--- src/rtl/ctxb_pkg.sv ---
package ctxb_pkg;

  // Per-context control derived from the shared inputs each cycle
  typedef struct packed {
    logic run;     // this context executes this cycle
    logic clr;     // counter and prescale clear
    logic lim_we;  // load a new limit
  } slot_ctl_t;

endpackage

--- src/rtl/ctxb_rst_sync.sv ---
module ctxb_rst_sync (
  input  logic clk,
  input  logic rst_n,
  output logic rst_n_sync
);

  logic [1:0] sync_q;

  always_ff @(posedge clk or negedge rst_n) begin
    if (!rst_n) sync_q <= 2'b00;
    else        sync_q <= {sync_q[0], 1'b1};
  end

  assign rst_n_sync = sync_q[1];

endmodule

--- src/rtl/ctxb_wr_decode.sv ---
module ctxb_wr_decode
  import ctxb_pkg::*;
#(
  parameter int NUM_CTX = 5,
  parameter int CNT_W   = 16,
  parameter int CTX_W   = 3,
  parameter int ADDR_W  = 3
) (
  input  logic                       run_valid,
  input  logic [CTX_W-1:0]           run_ctx,
  input  logic                       wr_en,
  input  logic [CTX_W-1:0]           wr_src_ctx,
  input  logic [ADDR_W-1:0]          wr_addr,
  input  logic [CNT_W-1:0]           wr_data,
  input  logic                       auto_clr_en,
  input  logic                       auto_clr_strobe,
  output slot_ctl_t [NUM_CTX-1:0]    ctl
);

  localparam logic [ADDR_W-1:0] CLR_ADDR = ADDR_W'(NUM_CTX);

  logic master_wr;
  logic clr_reg_wr;
  logic auto_clr;

  always_comb begin
    master_wr  = wr_en && (wr_src_ctx == '0);
    clr_reg_wr = master_wr && (wr_addr == CLR_ADDR);
    auto_clr   = auto_clr_en && auto_clr_strobe;
  end

  for (genvar i = 0; i < NUM_CTX; i++) begin : g_ctl
    always_comb begin
      ctl[i].run    = run_valid && (run_ctx == CTX_W'(i));
      ctl[i].clr    = auto_clr || (clr_reg_wr && wr_data[i]);
      ctl[i].lim_we = master_wr && (wr_addr == ADDR_W'(i));
    end
  end

endmodule

--- src/rtl/ctxb_slot.sv ---
module ctxb_slot
  import ctxb_pkg::*;
#(
  parameter int CNT_W    = 16,
  parameter int PRESCALE = 16
) (
  input  logic             clk,
  input  logic             rst_n,
  input  slot_ctl_t        ctl,
  input  logic [CNT_W-1:0] lim_data,
  output logic             halt,
  output logic             timeout
);

  localparam int               PRE_W   = $clog2(PRESCALE);
  localparam logic [PRE_W-1:0] PRE_TOP = PRE_W'(PRESCALE - 1);

  logic [PRE_W-1:0] pre_q, pre_d;
  logic [CNT_W-1:0] cnt_q, cnt_d;
  logic [CNT_W-1:0] lim_q, lim_d;
  logic             exp_prev_q;
  logic             exp_now;
  logic             adv;
  logic             tick;
  logic             run_en;
  logic             lim_en;

  // next-state
  always_comb begin
    exp_now = (lim_q != '0) && (cnt_q >= lim_q);
    adv     = ctl.run && !exp_now;
    tick    = adv && (pre_q == PRE_TOP);
    pre_d   = pre_q;
    cnt_d   = cnt_q;
    if (ctl.clr) begin
      pre_d = '0;
      cnt_d = '0;
    end else if (adv) begin
      if (tick) begin
        pre_d = '0;
        if (cnt_q != '1) cnt_d = cnt_q + 1'b1;
      end else begin
        pre_d = pre_q + 1'b1;
      end
    end
    run_en = ctl.clr || adv;
    lim_en = ctl.lim_we;
    lim_d  = lim_data;
  end

  // registers
  always_ff @(posedge clk or negedge rst_n) begin
    if (!rst_n) begin
      pre_q <= '0;
      cnt_q <= '0;
    end else if (run_en) begin
      pre_q <= pre_d;
      cnt_q <= cnt_d;
    end
  end

  always_ff @(posedge clk or negedge rst_n) begin
    if (!rst_n)      lim_q <= '0;
    else if (lim_en) lim_q <= lim_d;
  end

  always_ff @(posedge clk or negedge rst_n) begin
    if (!rst_n) exp_prev_q <= 1'b0;
    else        exp_prev_q <= exp_now;
  end

  assign halt    = exp_now;
  assign timeout = exp_now && !exp_prev_q;

endmodule

--- src/rtl/ctxb_fault_merge.sv ---
module ctxb_fault_merge #(
  parameter int NUM_CTX = 5,
  parameter int CTX_W   = 3
) (
  input  logic [NUM_CTX-1:0] pulses,
  output logic               fault,
  output logic [CTX_W-1:0]   fault_ctx
);

  always_comb begin
    fault     = |pulses;
    fault_ctx = '0;
    for (int i = NUM_CTX - 1; i >= 0; i--) begin
      if (pulses[i]) fault_ctx = CTX_W'(i);
    end
  end

endmodule

--- src/rtl/ctx_budget_timers.sv ---
module ctx_budget_timers
  import ctxb_pkg::*;
#(
  parameter int NUM_CTX  = 5,
  parameter int CNT_W    = 16,
  parameter int PRESCALE = 16,
  parameter int CTX_W    = 3,
  parameter int ADDR_W   = 3
) (
  input  logic               clk,
  input  logic               rst_n,
  input  logic               run_valid,
  input  logic [CTX_W-1:0]   run_ctx,
  input  logic               wr_en,
  input  logic [CTX_W-1:0]   wr_src_ctx,
  input  logic [ADDR_W-1:0]  wr_addr,
  input  logic [CNT_W-1:0]   wr_data,
  input  logic               auto_clr_en,
  input  logic               auto_clr_strobe,
  output logic [NUM_CTX-1:0] timeout_pulse,
  output logic [NUM_CTX-1:0] halt_req,
  output logic               fault_to_master,
  output logic [CTX_W-1:0]   fault_ctx
);

  logic                      rst_n_int;
  slot_ctl_t [NUM_CTX-1:0]   ctl;

  ctxb_rst_sync u_rst (
    .clk        (clk),
    .rst_n      (rst_n),
    .rst_n_sync (rst_n_int)
  );

  ctxb_wr_decode #(
    .NUM_CTX (NUM_CTX),
    .CNT_W   (CNT_W),
    .CTX_W   (CTX_W),
    .ADDR_W  (ADDR_W)
  ) u_dec (
    .run_valid       (run_valid),
    .run_ctx         (run_ctx),
    .wr_en           (wr_en),
    .wr_src_ctx      (wr_src_ctx),
    .wr_addr         (wr_addr),
    .wr_data         (wr_data),
    .auto_clr_en     (auto_clr_en),
    .auto_clr_strobe (auto_clr_strobe),
    .ctl             (ctl)
  );

  for (genvar i = 0; i < NUM_CTX; i++) begin : g_slot
    ctxb_slot #(
      .CNT_W    (CNT_W),
      .PRESCALE (PRESCALE)
    ) u_slot (
      .clk      (clk),
      .rst_n    (rst_n_int),
      .ctl      (ctl[i]),
      .lim_data (wr_data),
      .halt     (halt_req[i]),
      .timeout  (timeout_pulse[i])
    );
  end

  ctxb_fault_merge #(
    .NUM_CTX (NUM_CTX),
    .CTX_W   (CTX_W)
  ) u_flt (
    .pulses    (timeout_pulse),
    .fault     (fault_to_master),
    .fault_ctx (fault_ctx)
  );

endmodule

--- config.mk ---
export PLATFORM = sky130hd
export DESIGN_NAME = ctx_budget_timers
export DESIGN_NICKNAME = d
export VERILOG_FILES = /design/src/rtl/ctxb_pkg.sv /design/src/rtl/ctxb_rst_sync.sv /design/src/rtl/ctxb_wr_decode.sv /design/src/rtl/ctxb_slot.sv /design/src/rtl/ctxb_fault_merge.sv /design/src/rtl/ctx_budget_timers.sv
export SDC_FILE = /design/constraint.sdc
export NUM_CORES = 1
export LEC_CHECK = 0
export ABC_CLOCK_PERIOD_IN_PS = 6500
export BUFFER_PORTS_ARGS = -buffer_cell sky130_fd_sc_hd__buf_4
export CORE_MARGIN = 5
export CORE_UTILIZATION = 45
export DETAILED_ROUTE_END_ITERATION = 16
export PLACE_DENSITY = 0.63
export SETUP_SLACK_MARGIN = 0.02
export SYNTH_ARGS = -nofsm -noshare
export SYNTH_HDL_FRONTEND = slang
export SYNTH_SLANG_ARGS = --single-unit
--- constraint.sdc ---
create_clock -name clk -period 6.5 [get_ports clk]
set_clock_uncertainty 0.15 [all_clocks]
set_input_delay 1.3 -clock clk [delete_from_list [all_inputs] [get_ports clk]]
set_output_delay 1.3 -clock clk [all_outputs]
set_load 0.02 [all_outputs]
==> results of run 1 <==
==> layer usage <==
metal	routed length, um	part of all wire [%]	global-route usage [%]
met2	12800	46	32.4
met4	551	2.0	5.91
met5	0	0	0
met3	1200	4.4	3.48
met1	13000	47	27.8
==> state kept, by name, summed over array words and instances (netlist names) <==
register / flops
u_rst.sync_q: 2
g_slot.u_slot.pre_q: 20
g_slot.u_slot.cnt_q: 80
g_slot.u_slot.lim_q: 80
g_slot.u_slot.exp_prev_q: 5
==> per-stage QoR <==
stage	hold WS, ns	utilization (%)
finish	0.0597	50.4
global route	0.0844	50.4
CTS	0.0714	50.4
detailed placement	0.0661	48.1
global placement	0.0670	48.1
floorplan	0.181	-
==> cell usage after synthesis (2+ instances only) <==
cell type / number / area share [%]
mux2i_1: 22 / 2.0
nand2_1: 152 / 5.1
a41o_1: 4 / 0.36
a2111oi_0: 4 / 0.32
nand4_1: 33 / 1.9
o2111ai_1: 2 / 0.16
o211ai_1: 9 / 0.61
or2_2: 3 / 0.17
inv_1: 99 / 3.4
a21oi_1: 84 / 3.8
or4_1: 12 / 0.81
a31o_2: 13 / 1.0
and2_0: 3 / 0.17
nand2b_1: 24 / 1.4
clkbuf_1: 35 / 1.2
a211o_1: 5 / 0.40
a221oi_1: 2 / 0.16
nor2b_1: 6 / 0.34
a31oi_1: 6 / 0.34
nor4_1: 23 / 1.3
nor2_1: 68 / 2.3
o31ai_1: 4 / 0.27
and2_1: 13 / 0.73
o21a_1: 3 / 0.20
and3_1: 26 / 1.5
or4b_2: 2 / 0.18
xnor2_1: 16 / 1.3
buf_1: 2 / 0.068
o21bai_1: 3 / 0.20
a21o_1: 6 / 0.41
nand3_1: 48 / 2.2
nor3_1: 6 / 0.27
buf_4: 10 / 0.68
a211oi_1: 8 / 0.54
dfrtp_1: 187 / 42
ha_1: 90 / 10
mux2_2: 36 / 3.7
nand3b_1: 4 / 0.27
or3_1: 30 / 1.7
o21ai_1: 2 / 0.090
nor4b_1: 2 / 0.16
and4_1: 7 / 0.55
o21ai_0: 82 / 3.7
==> power by group through the flow <==
stage | Clock (W) | Sequential (W) | Combinational [W]
2_1_floorplan | 0 | 0.00134 | 0.000253
3_3_place_gp | 0 | 0.00134 | 0.000372
3_5_place_dp | 0 | 0.00134 | 0.000386
4_1_cts | 0.00104 | 0.00132 | 0.000389
5_1_grt | 0.00109 | 0.00133 | 0.000440
6_report | 0.00102 | 0.00132 | 0.000385
==> layout make-up <==
cell class / count / area, sq um / area share, %
well taps: 324 / 405 / 3.31
clock inverters: 12 / 116 / 0.950
multi-input cells: 884 / 5810 / 47.4
inverters: 100 / 375 / 3.06
flip-flops and latches: 187 / 4680 / 38.2
repair buffers: 54 / 418 / 3.41
clock buffers: 19 / 443 / 3.62
==> cells by family after synthesis <==
group,Yosys count
simple gates,468
compound gates,250
flops,187
buf+inv,148
fa+ha+maj,90
mux,58
xor+xnor,17
other cells,1
==> worst max-delay path, delay by kind of cell, from the launching register on <==
kind | cells | cell delay [ns]
fa+ha+maj | 1 | 0.35
buf+inv | 1 | 0.18
compound gates | 2 | 0.23
flops | 1 | 0.41
simple gates | 5 | 1.70
==> worst max-delay path by stage <==
stage | endpoint | slack [ns] | depth (start not counted)
after global routing | fault_ctx[0] | 1.58 | 9
after CTS | fault_to_master | 1.78 | 9
after floorplan | g_slot[0].u_slot.cnt_q[0] | 0.75 | 0
after global placement | fault_ctx[0] | 2.32 | 10
final | fault_ctx[0] | 1.75 | 9
after detailed placement | fault_ctx[0] | 2.27 | 9
==> layout by cell type (no fill, tap or decap), types with 30 or more instances in the layout <==
cell,count
a21oi_1,84
inv_1,99
buf_4,53
nand4_1,33
nand3_1,48
mux2_2,36
ha_1,90
o21ai_0,81
or3_1,30
nand2_1,152
nor2_1,68
dfrtp_1,186
==> impl_metrics.toml, run 1 <==
[synth]
yosysUniqueCellTypes = 66
async_reset_ff_share_pct = 100
netlist_instances = 1219
synthXorXnorAreaFrac_pct = 1.34
ys_ff_latch = 187
synthSimpleGateAreaFrac_pct = 21.4
synth_top_family_by_area = "simple AND/OR/NAND/NOR gates"
yosys.area_share.adder_pct = 10.2
synth_enable_flop_cells = 0
synth-compound-area-share_pct = 13.8
synthMuxAreaShare_pct = 5.64
synth.cell_area_sq_um = 11100
synth_fp_nets = 1340
ys.flop_type = "dfrtp_1"
ys_seq_area_share_pct = 42.2
yosysWarnings = 0
syn_area_per_cell_sq_um = 9.09

[timing]
tightest_slew_ns = 1.07
min_period_ns = 4.75
rsz0062_at_grt = "false"
setup_viol = 0
hold_viol_final = 0
tns_ns = 0
fin_ws_ns = 1.75
report.final.slew_viol_count = 0
max_slew_margin_pct = 29.0
fmax_mhz = 210
period_share_pct = 73.1

[power_and_ir_drop]
power_density_nw_per_um2 = 223
p_total_w = 0.00273
pwr-share-clk_pct = 37.4
p_leak_nw = 5.88
p_sw_share_pct = 28.5
peakVddDrop_uv = 152
power_frac_seq_pct = 48.5
p_comb_share_pct = 14.1
power.switching_w = 0.000778
intPower_w = 0.00195

[setup_path]
worst-r2r-cell-count = 8
worstPathMaxFanout = 6
cp_data_arrival_time_ns = 3.30
r2r-end = "g_slot[2].u_slot.cnt_q[12]"
worstReg2RegStart = "g_slot[2].u_slot.cnt_q[14]"
r2r_slack_ns = 3.06
max_stage_delay_ns = 0.58
crit_type = "reg2out"
required_ns = 5.05
path_cells = "ha_1, nand4_1, nor3_1, nor4bb_1, o31ai_4, nor2_1, or2_2, a21oi_1, buf_4"
startpoint = "g_slot[2].u_slot.cnt_q[14]"
startpoint_type = "register"
crit_slowest_cell = "nor4bb_1"
worstSetupEndpointType = "primary output"

[routing]
drt-pass1-iter-count = 5
routed_wl_mm = 27.6
drc = 0
wl_per_cell_um = 17.5
via_count = 9012
avgViaCountPerCell = 5.70
drt_iter0_markers = 647
drtAntennaViolNets = 0

[clocking]
clk_pin_slew_ns = 0.07
clk_latency_ns = 0.44
cts_inserted_buffers = 17
cts_tree = "done"
clk_path_buf_depth = 2
cts-resized-gates = 0
htreeDepth = 4
post_cts.repair.setup_buffers = 0
cts_hold_buf = 0
cts.sinks = 187
root_buffer = "clkbuf_16"

[cells_and_area]
diodes = 0
nets = 1365
n_fill_cell = 2269
design_area_sq_um = 12300
syn_to_final_growth_pct = 10.5
layout.cells.non_filler = 1580
drive_gt1_share_pct = 11.9

[grt]
grt_usage_pct = 20.1
grt-ovfl-total = 0
grt_pass1_vias = 8771
grt_max_degree = 168
antenna_found_initial = 1
grt_pass1_wl_mm = 45.6

[placement]
placed_area_sq_um = 11700
globalplace.congestion = 0.806
hpwl_mm = 20.0
post-place-ws_ns = 2.27
portBuffers = 44
place_inst = 1549

[die]
rows = 57
die-area_sq_um = 27900
initial_core_util_pct = 45.6
io_pins = 45
dieHeight_um = 167
core_area_sq_um = 24300
die_w_um = 167

[status]
outcome = "finished, final reports clean"

[min_path]
hold_class = "reg2async"

[job]
cap_violations = 0
Power figures use the tool's default switching activity.
==> inputs of run 2 (changes only) <==
- ABC_CLOCK_PERIOD_IN_PS: 6500 -> 4100
- PLACE_DENSITY: 0.63 -> 0.66
- clock period: 6.5 -> 4.1 ns (I/O delays scaled with it)
==> impl_metrics.toml, run 2 (same netlist as run 1, synthesis figures left out) <==
[routing]
avgViaCountPerCell = 5.62
via_count = 8985
drt_iter0_markers = 558
drtAntennaViolNets = 0
drc = 0
wl_per_cell_um = 17.3
routed_wl_mm = 27.6
drt-pass1-iter-count = 5

[die]
dieHeight_um = 167
die_w_um = 167
rows = 57
die-area_sq_um = 27900
io_pins = 45
core_area_sq_um = 24300
initial_core_util_pct = 45.6

[cells_and_area]
diodes = 0
nets = 1382
layout.cells.non_filler = 1598
fin_util_pct = 51.2
layout_common_cells = "dfrtp_1, nand2_1, inv_1"
final_common_cell = "dfrtp_1"
largestRegisters = "g_slot.u_slot.cnt_q (80), g_slot.u_slot.lim_q (80), g_slot.u_slot.pre_q (20)"
drive_gt1_share_pct = 13.6
syn_to_final_growth_pct = 12.4

[timing]
period_share_pct = 96.8
setup_viol = 0
report.final.slew_viol_count = 0
min_period_ns = 3.97
fmax_mhz = 252
rsz0062_at_grt = "true"
hold_viol_final = 0
tightest_slew_ns = 1.28
max_slew_margin_pct = 14.7

[grt]
antenna_found_initial = 0
grt_pass1_vias = 8753
grt_usage_pct = 20.2
grt_pass1_wl_mm = 45.7
grt-ovfl-total = 0
grt_max_degree = 58

[setup_path]
required_ns = 3.13
startpoint_type = "register"
crit_type = "reg2out"
worst-r2r-cell-count = 10
r2r-end = "g_slot[2].u_slot.cnt_q[13]"
r2r_slack_ns = 0.82
worstPathMaxFanout = 5
cp_data_arrival_time_ns = 3.00
worstReg2RegStart = "g_slot[2].u_slot.cnt_q[14]"
worstSetupEndpointType = "primary output"

[placement]
place_inst = 1562
hpwl_mm = 20.3
globalplace.congestion = 0.820
portBuffers = 44

[clocking]
root_buffer = "clkbuf_16"
cts_tree = "done"
clk_pin_slew_ns = 0.08
cts_inserted_buffers = 17
clk_path_buf_depth = 2
clk_latency_ns = 0.44
htreeDepth = 4
cts.sinks = 187

[status]
outcome = "finished, final reports clean"

[min_path]
worstHoldEndpoint = "u_rst.sync_q[1]"
hold_depth = 0
hold_start = "u_rst.sync_q[0]"
hold_class = "reg2reg"

[job]
cap_violations = 0

[power_and_ir_drop]
peakVddDrop_uv = 278
p_leak_nw = 5.99
power_density_nw_per_um2 = 355
[run 2: critical path: stages (launching register included)]
cell	delay, ns
dfrtp_1	0.41
ha_1	0.33
a21oi_2	0.15
a21boi_1	0.07
or4_4	0.52
o31ai_4	0.30
nor2_2	0.15
or2_2	0.31
a21oi_1	0.16
buf_4	0.16
[run 2: metrics by stage]
step | cell area [sq um] | setup slack (ns) | TNS, ns | total power [W] | hold WS, ns
CTS | 12400 | 0.0225 | 0 | 0.00446 | 0.211
finish | 12500 | 0.130 | 0 | 0.00443 | 0.204
global placement | 11800 | 0.462 | 0 | 0.00272 | 0.188
detailed placement | 11800 | 0.417 | 0 | 0.00274 | 0.188
global route | 12500 | -0.00676 | -0.00676 | 0.00465 | 0.225
floorplan | 11100 | 0.547 | 0 | 0.00252 | 0.181
[run 2: timing repair]
| action | 4_1_cts | 5_1_grt |
|---|---|---|
| hold buffers | 1 | 0 |
| endpoints found under the hold margin | 2 | 0 |
| gates cloned | 0 | 0 |
| gates resized for setup | 2 | 8 |
| endpoints found under the setup margin | 2 | 4 |
| buffers inserted | 0 | 3 |
| pin swaps | 1 | 2 |
[run 2: routing by layer]
layer,routed length [um],GRT usage (%),vias to the layer above
li1,-,-,4411
met1,12800,27.8,4379
met2,13100,33.2,173
met3,1300,3.93,22
met4,455,4.94,0
met5,0,0,-
[run 2: worst max-delay path by stage]
stage | from | to | depth (start not counted)
CTS | g_slot[2].u_slot.cnt_q[14] | fault_ctx[0] | 9
finish | g_slot[2].u_slot.cnt_q[14] | fault_ctx[0] | 9
detailed placement | g_slot[2].u_slot.cnt_q[14] | fault_ctx[0] | 9
global route | g_slot[2].u_slot.lim_q[0] | fault_ctx[0] | 9
floorplan | g_slot[2].u_slot.cnt_q[14] | fault_ctx[2] | 7
global placement | g_slot[2].u_slot.lim_q[14] | fault_ctx[0] | 10
[run 2: area by class of cell]
cell class / count / area, sq um
fillers: 2229 / 11900
flip-flops and latches: 187 / 4680
repair buffers: 71 / 548
clock inverters: 13 / 153
inverters: 100 / 375
well taps: 324 / 405
multi-input cells: 884 / 5840
clock buffers: 19 / 453
[run 2: where the power goes]
group,total [W],internal [W],switching [W],leakage [nW]
registers,0.00210,0.00199,0.000109,2.43
logic,0.000609,0.000245,0.000363,3.27
clock network,0.00172,0.000947,0.000771,0.293
total,0.00443,0.00318,0.00124,5.99
